$ cat src/rtl/cvf_pkg.sv
package cvf_pkg;
  typedef struct packed {
    logic sclk;
    logic fso;
    logic shift;
    logic load;
    logic idle;
  } slot_ctl_t;
endpackage

$ cat src/rtl/cvf_timebase.sv
module cvf_timebase
  import cvf_pkg::*;
#(
  parameter int SLOT_CYC = 64,
  parameter int DIV      = 3,
  parameter int WORD_W   = 16
) (
  input  logic      clk,
  input  logic      rst,
  output slot_ctl_t ctl
);
  localparam int NPER = (SLOT_CYC - 1) / DIV;
  localparam int CW   = $clog2(SLOT_CYC);
  localparam int PHW  = (DIV > 1) ? $clog2(DIV) : 1;
  localparam int PW   = $clog2(NPER + 1);
  localparam logic [CW-1:0]  LAST    = CW'(SLOT_CYC - 1);
  localparam logic [CW-1:0]  PRELAST = CW'(SLOT_CYC - 2);
  localparam logic [PHW-1:0] PH_TOP  = PHW'(DIV - 1);
  localparam logic [PW-1:0]  P_WORD  = PW'(WORD_W);
  localparam logic [PW-1:0]  P_END   = PW'(NPER);

  logic [CW-1:0]  cyc;
  logic [PHW-1:0] phase;
  logic [PW-1:0]  period;

  // The divider restarts at each slot start, since 64 is not a multiple of 3
  always_ff @(posedge clk) begin
    if (rst) begin
      cyc    <= LAST;
      phase  <= '0;
      period <= P_END;
    end else if (cyc == LAST) begin
      cyc    <= '0;
      phase  <= '0;
      period <= '0;
    end else begin
      cyc <= cyc + 1'b1;
      if (phase == PH_TOP) begin
        phase  <= '0;
        period <= period + 1'b1;
      end else begin
        phase <= phase + 1'b1;
      end
    end
  end

  always_comb begin
    ctl.idle  = (cyc == LAST);
    ctl.load  = (cyc == PRELAST);
    ctl.sclk  = (phase == '0) && (period < P_END);
    ctl.fso   = (period < P_WORD);
    ctl.shift = (phase == '0) && (period < P_WORD);
  end

  p_sclk_gap_r2: assert property (@(posedge clk) disable iff (rst)
    ctl.sclk |=> !ctl.sclk ##1 !ctl.sclk);

  p_fso_rise_r3: assert property (@(posedge clk) disable iff (rst)
    $rose(ctl.fso) |-> $past(ctl.idle));
endmodule

$ cat src/rtl/cvf_word_hold.sv
module cvf_word_hold #(
  parameter int WORD_W = 16
) (
  input  logic              clk,
  input  logic              rst,
  input  logic              s_valid,
  output logic              s_ready,
  input  logic [WORD_W-1:0] s_data,
  input  logic              load,
  output logic [WORD_W-1:0] word_next
);
  logic              full;
  logic [WORD_W-1:0] pend;
  logic [WORD_W-1:0] cur;
  logic              accept;

  assign s_ready = ~full;
  assign accept  = s_valid & ~full;

  // Priority on the load edge: pending word, then a same-edge transfer, then a repeat
  always_comb begin
    if (full)        word_next = pend;
    else if (accept) word_next = s_data;
    else             word_next = cur;
  end

  always_ff @(posedge clk) begin
    if (rst) begin
      full <= 1'b0;
      pend <= '0;
      cur  <= '0;
    end else if (load) begin
      cur  <= word_next;
      full <= 1'b0;
    end else if (accept) begin
      pend <= s_data;
      full <= 1'b1;
    end
  end

  p_hold_r7: assert property (@(posedge clk) disable iff (rst)
    (full && !load) |=> (full && $stable(pend)));

  p_ready_drop_r7: assert property (@(posedge clk) disable iff (rst)
    (s_valid && s_ready && !load) |=> !s_ready);
endmodule

$ cat src/rtl/cvf_shifter.sv
module cvf_shifter
  import cvf_pkg::*;
#(
  parameter int WORD_W = 16
) (
  input  logic              clk,
  input  logic              rst,
  input  slot_ctl_t         ctl,
  input  logic [WORD_W-1:0] word_next,
  output logic              sdo
);
  logic [WORD_W-1:0] shreg;

  // The load lands in the idle cycle; each shift happens as sclk falls
  always_ff @(posedge clk) begin
    if (rst)            shreg <= '0;
    else if (ctl.load)  shreg <= word_next;
    else if (ctl.shift) shreg <= {shreg[WORD_W-2:0], 1'b0};
  end

  assign sdo = shreg[WORD_W-1];

  p_sdo_edge_r4: assert property (@(posedge clk) disable iff (rst)
    !$stable(sdo) |-> ($fell(ctl.sclk) || ctl.idle));

  p_sdo_quiet_r5: assert property (@(posedge clk) disable iff (rst)
    (!ctl.fso && !ctl.idle) |-> !sdo);
endmodule

$ cat src/rtl/conv_serial_framer.sv
module conv_serial_framer
  import cvf_pkg::*;
#(
  parameter int WORD_W   = 16,
  parameter int SLOT_CYC = 64,
  parameter int DIV      = 3
) (
  input  logic              clk,
  input  logic              rst,
  input  logic              s_valid,
  output logic              s_ready,
  input  logic [WORD_W-1:0] s_data,
  output logic              sdo,
  output logic              sdo_n,
  output logic              sclk,
  output logic              sclk_n,
  output logic              fso
);
  slot_ctl_t         ctl;
  logic [WORD_W-1:0] word_next;

  cvf_timebase #(.SLOT_CYC(SLOT_CYC), .DIV(DIV), .WORD_W(WORD_W)) u_time (
    .clk(clk), .rst(rst), .ctl(ctl)
  );

  cvf_word_hold #(.WORD_W(WORD_W)) u_hold (
    .clk(clk), .rst(rst), .s_valid(s_valid), .s_ready(s_ready),
    .s_data(s_data), .load(ctl.load), .word_next(word_next)
  );

  cvf_shifter #(.WORD_W(WORD_W)) u_shift (
    .clk(clk), .rst(rst), .ctl(ctl), .word_next(word_next), .sdo(sdo)
  );

  assign sclk   = ctl.sclk;
  assign fso    = ctl.fso;
  assign sdo_n  = ~sdo;
  assign sclk_n = ~ctl.sclk;
endmodule

$ cat config.mk
export PLATFORM = sky130hd
export DESIGN_NAME = conv_serial_framer
export DESIGN_NICKNAME = d
export VERILOG_FILES = /design/src/rtl/cvf_pkg.sv /design/src/rtl/cvf_timebase.sv /design/src/rtl/cvf_word_hold.sv /design/src/rtl/cvf_shifter.sv /design/src/rtl/conv_serial_framer.sv
export SDC_FILE = /design/constraint.sdc
export NUM_CORES = 1
export LEC_CHECK = 0
export BUFFER_PORTS_ARGS = -buffer_cell sky130_fd_sc_hd__buf_2
export CORE_MARGIN = 10
export CORE_UTILIZATION = 35
export DETAILED_ROUTE_END_ITERATION = 8
export GPL_TIMING_DRIVEN = 1
export SLEW_MARGIN = 0
export SYNTH_ARGS = -nofsm -noshare
export SYNTH_HDL_FRONTEND = slang
export SYNTH_SLANG_ARGS = --single-unit
$ cat constraint.sdc
create_clock -name clk -period 1.5 [get_ports clk]
set_input_delay 0.225 -clock clk [delete_from_list [all_inputs] [get_ports clk]]
set_output_delay 0.225 -clock clk [all_outputs]
set_load 0.01 [all_outputs]
==> results.md <==
- Largest net degree at the start of global routing: 38
- Clk sinks: just over 60
- Avg Cell Area, Syn: 9.66 um^2
- Syn Inst Count: between 300 and 400
- Top-count cell post-synth: dfxtp_1
- Worst path arrival time: 1220 ps
- CTS Buf Count: 9
- DRC: 0
- Unrepaired setup endpoints after global routing: yes
- R2R Setup Slk: about 110 ps
- Seq/Total Area, Yosys: 42.1%
- YS warnings: 0
- Antenna cells: 0
- Starting density of the core: a little over a third
- Global route overflow: 0
- Total wire length: around 6700 um
- Io pins: 25
- Top FF cell, synth: dfxtp_1
- Top area cells in the synthesized netlist: dfxtp_1, mux2i_1, nand2_1, mux2_2, a221oi_1
- Detail Route Antenna Nets: 0
- FILL cells: 787
- Final Critical Period: 1450 ps
- CP required: 1270 ps
- Rows: 33
- Finished Cell Area: around 3500 um^2
- Actual slew at the worst max-slew pin: 373 ps
- Worst-path clk slew: approximately 70 ps
- Area of the multi-input gates: approximately 1600 um^2
- Power per Cell Area: between 1500 and 2000 nW/um^2
- Maximum vdd drop: 0.000565 V
- Post-synth top area cell: dfxtp_1
- Slew Limit Fails: 0
- # port buffers: 24
- Hold-fix buffers, CTS: 0
- DR iter-0 viols: 86
- Top sig layer: met4
- Final worst slack: 52.0 ps
- Max cap viols: 0
- Seq. cell area: 1250 um^2
- Die area: about 12,000 um^2
- Die H: approximately 110 um
- HP Class: in2reg
- Syn Nets: 329
- Final hold violation count: 0
- H-Tree Level Count: 3
- Fin util: about 43%
- First-pass GRT wire length: ~11,000 um
- Routed wl met3: around 230 um
- Kind of critical path: reg2out
- Yosys top cell area share: 42.1%
- Library cells used by synthesis: 38
- Final nets: about 360
- Core ar.: roughly 8000 um^2
- Count of state elements after synthesis: 62
- Post-DP HPWL: 4310 um
- Setup violations, final: 0
- Area of the mapped netlist: ~3000 um^2
- Slew margin rel.: 75.1%
- Pre-CTS WS: -3.20 ps
- Final Non-Filler Cells: approximately 440
- Cells after DPL: 426
- Post-synth EDFFs: 0
- Vias: approximately 2,300
- WL met2: 3220 um
- CTS tree: yes
- Initial antenna violation count: 0
- Total power: 6160 uW
- Crit Path Max Fanout: 3
- Final period util: around 97%
- Area after DPL: approximately 3200 um^2
- Pre-Repair DR Iteration Count: 4
- Routability cong.: 0.733
- Async S/R FF share, synth: 0%
- Critical Path End Type: primary output
- Area Overhead vs Synth: 20.1%
- Clk_lat worst skew: between 300 and 400 ps
- Outcome: finished, final reports clean
- Met1 wire length: 3140 um
- Vias in the first global route: 2,241
- CTS Buffer Depth: 2
- Type of origin of the critical path: flip-flop
- Vias/cell: 5.21
- Share of layout cells above drive strength 1: between 20 and 30%
- WL/cell: around 15 um
- Leakage Power: approximately 0.0015 uW
- Fin Clk Skew: between 7 and 8 ps
- Max Freq: 0.691 GHz
- GRT Overall Usage: 10.3%
- Die width: roughly 110 um
- Root buffer cell: clkbuf_8
- Top post-synthesis cells by count: dfxtp_1, nand2_1, mux2i_1
[where the power goes]
| group | switching [uW] | internal [uW] | leakage [uW] |
|---|---|---|---|
| Sequential | 255 | 2030 | 0.000508 |
| Combinational | 1260 | 1150 | 0.000883 |
| Clock | 592 | 876 | 0.000100 |
| Total | 2100 | 4060 | 0.00149 |
[worst max-delay path, stage by stage, from the launching register on]
cell and delay [ps]:
dfxtp_4 350, o21a_1 190, o21ai_2 110, and2_1 130
buf_2 120
[cell families after synthesis]
kind of cell | synth area share, %
multiplexers | 17.0
XOR/XNOR | 2.08
AND/OR/NAND/NOR | 15.5
adder cells (fa/ha/maj) | 2.12
AO/OA/AOI/OAI | 14.8
flip-flops | 42.1
buffers and inverters | 6.33
[registers in the layout, indices dropped and copies added (netlist names)]
register       flops
u_hold.full        1
u_time.period      5
u_hold.cur        16
u_hold.pend       16
u_time.cyc         6
u_time.phase       2
u_shift.shreg     16
[area by class of cell]
cell class              count  share of cell area, %
multi-input cells         208                   44.9
flip-flops and latches     62                   35.3
repair buffers             46                   9.73
clock buffers              12                   4.67
well taps                 105                   3.72
clock inverters             1                  0.849
inverters                   8                  0.849
[path summary, 6_finish.rpt]
path | start | to | cells after the start
setup / recovery | u_time.period[0] | sclk | 4
hold / removal | s_data[14] | u_hold.pend[14] | 3
setup reg to reg | u_time.cyc[0] | u_shift.shreg[10] | 5
hold reg to reg | u_time.phase[0] | u_time.phase[0] | 1
[metal layers]
metal	vias up	global-route usage, %
met3	9	2.79
li1	1161	-
met5	-	0
met2	34	16.9
met4	0	4.11
met1	1100	12.4
[cells in the final DEF, fill, tap and decap left out, drive strengths merged, types with 8 or more instances in the layout]
cell type | Yosys | final
and3b | 15 | 15
buf | 16 | 45
inv | 8 | 8
nand2 | 53 | 53
a221oi | 15 | 15
mux2 | 16 | 16
mux2i | 32 | 32
a211oi | 15 | 15
clkbuf | 11 | 13
o22ai | 15 | 15
dfxtp | 62 | 62
o21ai | 8 | 8
[metrics by stage]
step                TNS, ps  hold slack (ps)
floorplan                 0              299
global placement          0              410
detailed placement    -3.20              413
CTS                  -0.267              132
global route          -7.80              150
finish                    0              145
[what timing repair did]
action                     4_1_cts  5_1_grt
cloned                           0        1
setup endpoints to repair        3       31
setup buffers                    1        2
resized for setup                6       16
pin swaps                        0        3
hold endpoints to repair         0        0
No activity file was read; power rests on OpenSTA's default activity.
